`src/rtl/inj_frame_pkg.sv`:
```
package inj_frame_pkg;

  typedef enum logic [1:0] {ST_IDLE, ST_LIVE, ST_END} ctrlState_t;
  typedef enum logic [1:0] {NL_FIRST, NL_DEEP, NL_DF} nestLevel_t;

  typedef struct packed {
    logic       capture;
    logic       takeNest;
    nestLevel_t level;
  } dpCmd_t;

  localparam int VALID_BIT = 31;
  localparam int ERRV_BIT  = 11;
  localparam int TYPE_LO   = 8;
  localparam logic [7:0] DF_VECTOR = 8'd8;

  function automatic logic advancesIp(input logic [2:0] kind);
    return (kind == 3'd4) || (kind == 3'd5) || (kind == 3'd6);
  endfunction

  function automatic logic softKind(input logic [2:0] kind);
    return (kind == 3'd4) || (kind == 3'd6);
  endfunction

endpackage

```
`src/rtl/inj_frame_ctrl.sv`:
```
module inj_frame_ctrl
  import inj_frame_pkg::*;
#(
  parameter int MAX_NEST = 2
) (
  input  logic   clk,
  input  logic   rstN,
  input  logic   startStb,
  input  logic   startValid,
  input  logic   nestStb,
  input  logic   nestHitExit,
  output dpCmd_t cmd,
  output logic   doneOut
);
  localparam int DEPTH_W = $clog2(MAX_NEST + 1);

  ctrlState_t state;
  logic [DEPTH_W-1:0] depth;

  always_comb begin
    cmd = '{capture: 1'b0, takeNest: 1'b0, level: NL_FIRST};
    if (startStb) begin
      cmd.capture = 1'b1;
    end else if (nestStb && state == ST_LIVE) begin
      cmd.takeNest = 1'b1;
      if (depth == '0)                          cmd.level = NL_FIRST;
      else if (depth >= DEPTH_W'(MAX_NEST))     cmd.level = NL_DF;
      else                                      cmd.level = NL_DEEP;
    end
  end

  always_ff @(posedge clk) begin
    if (!rstN) begin
      state   <= ST_IDLE;
      depth   <= '0;
      doneOut <= 1'b0;
    end else begin
      doneOut <= cmd.capture | cmd.takeNest;
      if (cmd.capture) begin
        state <= startValid ? ST_LIVE : ST_IDLE;
        depth <= '0;
      end else if (cmd.takeNest) begin
        if (cmd.level == NL_DF || nestHitExit) state <= ST_END;
        else                                   depth <= depth + 1'b1;
      end
    end
  end

endmodule

```
`src/rtl/inj_frame_dp.sv`:
```
module inj_frame_dp
  import inj_frame_pkg::*;
#(
  parameter int IP_W  = 64,
  parameter int LEN_W = 4
) (
  input  logic             clk,
  input  logic             rstN,
  input  dpCmd_t           cmd,
  input  logic [31:0]      intInfo,
  input  logic [31:0]      errCode,
  input  logic [LEN_W-1:0] instLen,
  input  logic [IP_W-1:0]  curIp,
  input  logic [31:0]      excBitmap,
  input  logic [7:0]       nestVec,
  output logic             hitExit,
  output logic             injActive,
  output logic [IP_W-1:0]  pushIp,
  output logic             pushErr,
  output logic [31:0]      pushErrCode,
  output logic [7:0]       nestVecOut,
  output logic             nestDeliver,
  output logic             nestExit,
  output logic             nestExt,
  output logic             nestDf,
  output logic             vecValid,
  output logic [31:0]      vecInfo
);
  logic [31:0]     infoQ;
  logic [IP_W-1:0] ipBase;
  logic [7:0]      selVec;
  logic [2:0]      curKind;
  logic            extNext;

  assign curKind = infoQ[TYPE_LO +: 3];
  assign selVec  = (cmd.level == NL_DF) ? DF_VECTOR : nestVec;
  assign hitExit = (selVec[7:5] == 3'd0) && excBitmap[selVec[4:0]];

  always_comb begin
    case (cmd.level)
      NL_FIRST: extNext = !softKind(curKind);
      NL_DEEP:  extNext = 1'b1;
      default:  extNext = 1'b0;
    endcase
  end

  always_ff @(posedge clk) begin
    if (!rstN) begin
      infoQ <= '0; ipBase <= '0; pushIp <= '0;
      injActive <= 1'b0; pushErr <= 1'b0; pushErrCode <= '0;
      nestVecOut <= '0; nestDeliver <= 1'b0; nestExit <= 1'b0;
      nestExt <= 1'b0; nestDf <= 1'b0; vecValid <= 1'b0; vecInfo <= '0;
    end else if (cmd.capture) begin
      infoQ       <= intInfo;
      ipBase      <= curIp;
      pushIp      <= advancesIp(intInfo[TYPE_LO +: 3])
                     ? curIp + {{(IP_W-LEN_W){1'b0}}, instLen} : curIp;
      injActive   <= intInfo[VALID_BIT];
      pushErr     <= intInfo[VALID_BIT] & intInfo[ERRV_BIT];
      pushErrCode <= errCode;
      nestVecOut  <= '0;
      nestDeliver <= 1'b0;
      nestExit    <= 1'b0;
      nestExt     <= 1'b0;
      nestDf      <= 1'b0;
      vecValid    <= 1'b0;
      vecInfo     <= '0;
    end else if (cmd.takeNest) begin
      nestVecOut  <= selVec;
      nestExit    <= hitExit;
      nestDeliver <= !hitExit;
      nestExt     <= extNext;
      nestDf      <= (cmd.level == NL_DF);
      if (cmd.level == NL_FIRST) begin
        pushIp <= ipBase;
        if (hitExit) begin
          vecValid <= 1'b1;
          vecInfo  <= infoQ;
        end
      end
    end
  end

endmodule

```
`src/rtl/inj_frame_top.sv`:
```
module inj_frame_top
  import inj_frame_pkg::*;
#(
  parameter int IP_W     = 64,
  parameter int LEN_W    = 4,
  parameter int MAX_NEST = 2
) (
  input  logic             clk,
  input  logic             rstN,
  input  logic             startStb,
  input  logic [31:0]      intInfo,
  input  logic [31:0]      errCode,
  input  logic [LEN_W-1:0] instLen,
  input  logic [IP_W-1:0]  curIp,
  input  logic [31:0]      excBitmap,
  input  logic             nestStb,
  input  logic [7:0]       nestVec,
  output logic             done,
  output logic             injActive,
  output logic [IP_W-1:0]  pushIp,
  output logic             pushErr,
  output logic [31:0]      pushErrCode,
  output logic [7:0]       nestVecOut,
  output logic             nestDeliver,
  output logic             nestExit,
  output logic             nestExt,
  output logic             nestDf,
  output logic             vecValid,
  output logic [31:0]      vecInfo
);
  dpCmd_t cmd;
  logic   hitExit;

  inj_frame_ctrl #(.MAX_NEST(MAX_NEST)) uCtrl (
    .clk(clk), .rstN(rstN), .startStb(startStb),
    .startValid(intInfo[VALID_BIT]), .nestStb(nestStb),
    .nestHitExit(hitExit), .cmd(cmd), .doneOut(done)
  );

  inj_frame_dp #(.IP_W(IP_W), .LEN_W(LEN_W)) uDp (
    .clk(clk), .rstN(rstN), .cmd(cmd), .intInfo(intInfo),
    .errCode(errCode), .instLen(instLen), .curIp(curIp),
    .excBitmap(excBitmap), .nestVec(nestVec), .hitExit(hitExit),
    .injActive(injActive), .pushIp(pushIp), .pushErr(pushErr),
    .pushErrCode(pushErrCode), .nestVecOut(nestVecOut),
    .nestDeliver(nestDeliver), .nestExit(nestExit), .nestExt(nestExt),
    .nestDf(nestDf), .vecValid(vecValid), .vecInfo(vecInfo)
  );

endmodule

```
`config.mk`:
```
export PLATFORM = sky130hd
export DESIGN_NAME = inj_frame_top
export DESIGN_NICKNAME = d
export VERILOG_FILES = /design/src/rtl/inj_frame_pkg.sv /design/src/rtl/inj_frame_ctrl.sv /design/src/rtl/inj_frame_dp.sv /design/src/rtl/inj_frame_top.sv
export SDC_FILE = /design/constraint.sdc
export NUM_CORES = 1
export LEC_CHECK = 0
export BUFFER_PORTS_ARGS = -buffer_cell sky130_fd_sc_hd__buf_4
export CAP_MARGIN = 25
export CORE_ASPECT_RATIO = 0.9
export CORE_MARGIN = 2
export CORE_UTILIZATION = 45
export DETAILED_ROUTE_END_ITERATION = 10
export PLACE_DENSITY = 0.71
export REMOVE_ABC_BUFFERS = 1
export SLEW_MARGIN = 5
export SYNTH_ARGS = -nofsm -noshare
export SYNTH_HDL_FRONTEND = slang
export SYNTH_SLANG_ARGS = --single-unit
export TNS_END_PERCENT = 100
```
`constraint.sdc`:
```
create_clock -name clk -period 2.8 [get_ports clk]
set_input_delay 0.14 -clock clk [delete_from_list [all_inputs] [get_ports clk]]
set_output_delay 0.14 -clock clk [all_outputs]
set_load 0.1 [all_outputs]
```
# Word-level counts from Yosys, hierarchy flattened
# Index checks and enable logic that the tools add are counted.
# W data, S select, Z words.
[totals]
regBits = 244
elab_cells = 68
[op_classes]
n_addsub = 2
order_cmp = 2
n_eq_ne = 8
n_mux = 17
n_bitwise = 4
n_reduce_logical = 19
[op_table]
columns = ["cell", "count"]
rows = [
  ["$mux W64", 4],
  ["$add A64 B4 Y64", 1],
  ["$eq A3 B3 Y1 const B", 5],
  ["$mux W2", 5],
  ["$mux W8", 1],
  ["$lt A5 B6 Y1 const B", 1],
  ["$mux W3", 2],
  ["$reduce_and A2 Y1", 3],
  ["$reduce_bool A2 Y1", 3],
  ["$bmux W1 S5", 1],
  ["$eq A2 B1 Y1 const B", 2],
  ["$logic_not A2 Y1", 2],
  ["$logic_or A1 B1 Y1", 4],
  ["$logic_not A3 Y1", 1],
  ["$mux W1", 3],
  ["$reduce_and A3 Y1", 1],
  ["$add A2 B1 Y2 const B", 1],
  ["$eq A2 B2 Y1 const B", 1],
  ["$ge A2 B2 Y1 const B", 1],
  ["$logic_and A1 B1 Y1", 2],
  ["$logic_not A1 Y1", 2],
  ["$not A1 Y1", 2],
  ["$pmux W1 S2", 1],
  ["$reduce_or A2 Y1", 1],
  ["2 further kinds", 2],
]

# Logic depth before layout (Yosys ltp)
[depth]
ltp_word = 14
depth_mapped = 11
ltp_nobuf = 10

# Hierarchy
# From an unflattened synthesis, not the netlist that was laid out.
[hier_totals]
hier_cells = 1276
hier_area_um2 = 11467.2
[modules_own_cells]
columns = ["module", "instances", "cells_each", "area_per_inst_um2", "seq_area_each_um2"]
rows = [
  ["inj_frame_dp", 1, 1241, 11159.5, 4764.6],
  ["inj_frame_ctrl", 1, 35, 307.8, 100.1],
]

# Worst setup path before layout
# OpenSTA, ideal clock, no wires.
[synth_path]
path_kind = "reg-to-reg"
start = "register uCtrl.depth[1]"
end = "register uDp.vecInfo[30]"
setup_time_ns = 0.070
arrival_ns = 2.347
required_time_ns = 2.730
slack_ns = 0.383
path_stages_with_launch = 11
n_path_buf = 2
period_less_slack_ns = 2.417
cell_sequence = "dfxtp_1 -> inv_1 -> ha_1 -> clkbuf_1 -> nor3_2 -> mux2_2 -> o21ai_2 -> o22ai_4 -> a211oi_4 -> buf_6 -> o2bb2ai_2"
[synth_via]
elab_chain_len = 11
[synth_lines]
columns = ["item", "line_no", "rtl"]
rows = [
  ["start: declaration", "inj_frame_ctrl.sv:18", "logic [DEPTH_W-1:0] depth;"],
  ["start signal: assignment", "inj_frame_ctrl.sv:44", "else depth <= depth + 1'b1;"],
  ["$ge A2 B2 Y1", "inj_frame_ctrl.sv:27", "else if (depth >= DEPTH_W'(MAX_NEST)) cmd.level = NL_DF;"],
  ["$mux W2", "inj_frame_ctrl.sv:27", ""],
  ["$mux W2 (*)", "inj_frame_ctrl.sv:26", "if (depth == '0) cmd.level = NL_FIRST;"],
  ["$mux W3 (*)", "inj_frame_ctrl.sv:24", "end else if (nestStb && state == ST_LIVE) begin"],
  ["$mux W3 (*)", "inj_frame_ctrl.sv:22", "if (startStb) begin"],
  ["$eq A2 B2 Y1", "inj_frame_dp.sv:36", "assign selVec = (cmd.level == NL_DF) ? DF_VECTOR : nestVec;"],
  ["$mux W8", "inj_frame_dp.sv:36", ""],
  ["$bmux W1 S5", "inj_frame_dp.sv:37", "assign hitExit = (selVec[7:5] == 3'd0) && excBitmap[selVec[4:0]];"],
  ["$mux W1 (implied by the code)", "inj_frame_dp.sv:37", ""],
  ["$logic_and A1 B1 Y1", "inj_frame_dp.sv:37", ""],
  ["$reduce_and A3 Y1 (no line) (*)", "--", ""],
  ["end signal: assignment", "inj_frame_dp.sv:78", "vecInfo <= infoQ;"],
  ["end: declaration", "inj_frame_dp.sv:27", "output logic [31:0] vecInfo"],
]
# Every way passes the cells marked *; elsewhere a longest branch is shown, timed or not. The select of a mux whose other input is x is not followed.
# A chain may end at the register's enable or synchronous reset.

# Worst setup path in the final report
[layout_path]
start = "register uCtrl.depth[0]"
end = "register uDp.vecInfo[31]"
# Same word-level chain as after synthesis.

==> reports/qor.csv <==
stage,metric,value,unit
clocking,CTS tree,done,
route,vias per cell,5.23,
clocking,clock slew at reported path FFs,0.06,ns
power,P_sw,2.74,mW
cells_and_area,Nets,1758,
global_route,first-pass GRT wire length,50300,um
route,# DRC,0,
yosys,largest family of logic cells by synthesized area,multiplexers,
yosys,number of synthesized register bits,243,
critical_path,Crit path arrival time,3.10,ns
route,WL final,31800,um
critical_path,"slowest stage delay, CP",0.45,ns
critical_path,CP Launch Type,register,
global_route,largest net degree at the start of global routing,89,
sta,Clock Skews,0.0105,ns
die,Die H,153,um
place,placer congestion estimate,0.837,
critical_path,CP Capture Type,register,
run_status,run status,finished clean,
route,Detail Route Antenna Nets,0,
yosys,"Cell Area, Synth",11100,um2
route,Vias,9918,
die,Cell Rows,54,
sta,fmax,378,MHz
critical_path,critical-path cell list,"inv_1, ha_1, o21bai_2, or3_4, o211ai_1, or3_4, a211oi_4, buf_12, o2bb2ai_1",
die,Die Wd,170,um
cells_and_area,FF/Latch Area,4860,um2
min_path,Hold Path Class,input pin to register,
die,Core Region,24300,um2
job,Max Cap Viol,0,
global_route,GRT Overall Usage,0.235,
critical_path,"most used cell, CP",or3_4,
clocking,Num CTS Buffers,27,
place,Placed Instances,1716,
critical_path,slowest CP cell,or3_4,
power,Clock power frac,0.379,
cells_and_area,P&R area growth vs syn,43.8,%
sta,final period utilization,0.944,
cells_and_area,layout cells sized above 1,0.300,
place,Detailed Place HPWL,20900,um
die,Boundary Pins,320,
clocking,clock tree sinks,243,
yosys,mux contribution to synthesized area,0.181,
power,Cell Int Power,6.43,mW
critical_path,"Max FO, Critical Path",32,
clocking,Max Buffers Root-to-Sink,3,
clocking,insertion delay to the later sink of the worst-skew pair,0.52,ns
yosys,Netlist cell types,64,
global_route,vias in the first global route,9921,
yosys,sequential fraction of the synthesis area,0.438,
power,P_leak,6.98,nW
sta,Slew headroom,0.317,
place,I/O Buffers,319,
power,sw frac,0.299,
power,Logic pwr share,0.213,
yosys,Post-Synth XOR/XNOR Area,0.0489,
global_route,initial antenna violation count,1,
yosys,Synth Area in Adders,0.00968,
sta,setup tns final,0,ns
yosys,Compound-Gate Fraction of Synth Area,0.138,
power,pwr dens,574,nW/um2
sta,fin crit period,2.64,ns
global_route,grt ovf,0,
cells_and_area,post-layout util,0.659,
sta,RSZ-0062 raised after global routing,true,
sta,final count of hold timing violations,0,
cells_and_area,Fillers,1919,
critical_path,WP buf/inv,2,
power,Peak supply drop,0.564,mV
sta,final setup vio count,0,
clocking,H-tree levels,1,
cells_and_area,multi-input logic area,5850,um2
cells_and_area,"most common cell after layout, fill and taps aside",buf_4,
route,drt first pass iters,5,
power,Seq pwr share,0.408,
yosys,Post-synth ARST share,0,
yosys,top_reg_cell synth,dfxtp_1,
sta,Worst-Margin Slew,1.03,ns
cells_and_area,fin cells,1898,
yosys,synth warn,0,
critical_path,WP data required,3.25,ns
die,initial core utilization,0.458,
sta,Pins Over Slew Limit,0,
critical_path,crit-path leading delay family,compound AO/OA/AOI/OAI gates,
clocking,post-CTS setup buffers,0,
cells_and_area,most frequent cells in the layout,"buf_4 (337), dfxtp_1 (243), nor2_1 (159)",
clocking,Clock Tree Root,clkbuf_16,
die,die area,26000,um2
route,wire length per cell,16.8,um
yosys,Synth Instances,1149,
critical_path,Worst Setup Path Type,register to register,
route,Initial DRC Count,456,
yosys,Post-synth EDFFs,0,
yosys,simple-gate area share of the yosys netlist,0.147,
yosys,Syn Area/Cell,9.67,um2
-- cells in the mapped netlist (all sizes together), types with 2 or more instances --
cell type	instances	area [um2]
a21oi	65	329
inv	10	37.5
o2bb2ai	32	468
mux4	4	90.1
a211oi	33	260
or2	2	12.5
nand4	19	125
buf	32	194
o31ai	2	20.0
or3	3	28.8
ha	7	87.6
and4	8	70.1
nand3	35	175
and3	12	75.1
nor2b	15	93.8
nand2	73	274
o311ai	2	25.0
a2111oi	2	42.5
mux2i	148	1480
xor2	52	455
and2	6	37.5
nor3	10	65.1
clkbuf	50	188
dfxtp	243	4860
o22ai	5	45.0
mux2	39	439
nand2b	6	37.5
o21ai	46	234
a22oi	2	15.0
nor2	160	601
xnor2	10	87.6
-- cell type report --
cell class	instances	area share
diodes	1	0.000157
repair buffers	478	0.249
flip-flops and latches	243	0.304
multi-input cells	814	0.366
clock buffers	37	0.0484
inverters	10	0.00251
well taps	308	0.0241
clock inverters	7	0.00572
-- path summary, 6_finish.rpt --
check	from	to	slack, ns	depth (start not counted)
worst max-delay path	uCtrl.depth[0]	uDp.vecInfo[31]	0.16	9
worst min-delay path	nestVec[3]	uDp.nestVecOut[3]	0.06	3
worst max register to register	uCtrl.depth[0]	uDp.vecInfo[31]	0.16	9
worst min register to register	uDp.nestVecOut[1]	uDp.nestVecOut[1]	0.45	2
-- metal layers --
| layer | vias to the layer above | routed length (um) | track usage |
|---|---|---|---|
| met5 | - | 0 | 0 |
| met4 | 0 | 1180 | 0.0912 |
| met3 | 72 | 1860 | 0.0497 |
| met2 | 293 | 15500 | 0.410 |
| met1 | 4663 | 13300 | 0.283 |
| li1 | 4890 | - | - |
-- flip-flops by register name, summed over array words and instances, names as in the netlist --
| name | flops |
|---|---|
| uDp.ipBase | 64 |
| uDp.pushIp | 64 |
| uDp.pushErrCode | 32 |
| uDp.vecInfo | 32 |
| uDp.infoQ | 31 |
| uDp.nestVecOut | 8 |
| uCtrl.depth | 2 |
| uCtrl.state | 2 |
| uCtrl.doneOut | 1 |
| uDp.injActive | 1 |
| uDp.nestDeliver | 1 |
| uDp.nestDf | 1 |
| uDp.nestExit | 1 |
| uDp.nestExt | 1 |
| uDp.pushErr | 1 |
| uDp.vecValid | 1 |
-- repair_timing --
action / in CTS / in global routing
gates resized for setup: 0 / 0
endpoints found under the hold margin: 191 / 0
hold buffers: 137 / 0
setup endpoints to repair: 0 / 13
-- per-stage QoR --
step / total power, mW / setup WS, ns / hold WS [ns] / area [um2]
after floorplan: 4.97 / -1.67 / 0.229 / 10700
after global placement: 5.57 / 0.256 / 0.371 / 13700
after detailed placement: 5.60 / 0.186 / 0.366 / 13700
after CTS: 9.25 / 0.161 / 0.0184 / 16000
after global routing: 9.53 / -0.0119 / 0.0458 / 16000
final: 9.17 / 0.156 / 0.0582 / 16000
-- cells by family (layout without fill, tap and decap cells) --
group                    after synthesis  after routing
buffers and inverters                 92            532
other                                  0              1
multiplexers                         191            191
adder cells (fa/ha/maj)                8              8
XOR/XNOR                              62             62
AO/OA/AOI/OAI                        199            199
AND/OR/NAND/NOR                      354            354
flip-flops                           243            243
-- power groups by stage --
stage               registers, mW  logic, mW  clock network [mW]
floorplan                    4.50      0.470                   0
global placement             3.81       1.77                   0
detailed placement           3.81       1.78                   0
CTS                          3.74       1.95                3.56
global route                 3.76       2.06                3.71
finish                       3.74       1.95                3.48
-- worst register-to-register path, cell delays in order (launching register included) --
cell and delay (ns):
dfxtp_1 0.35, inv_1 0.08, ha_1 0.22, o21bai_2 0.33, or3_4 0.29, o211ai_1 0.13, or3_4 0.45, a211oi_4 0.30
buf_12 0.27, o2bb2ai_1 0.16
Note: power is estimated with default switching activity, not from simulation.
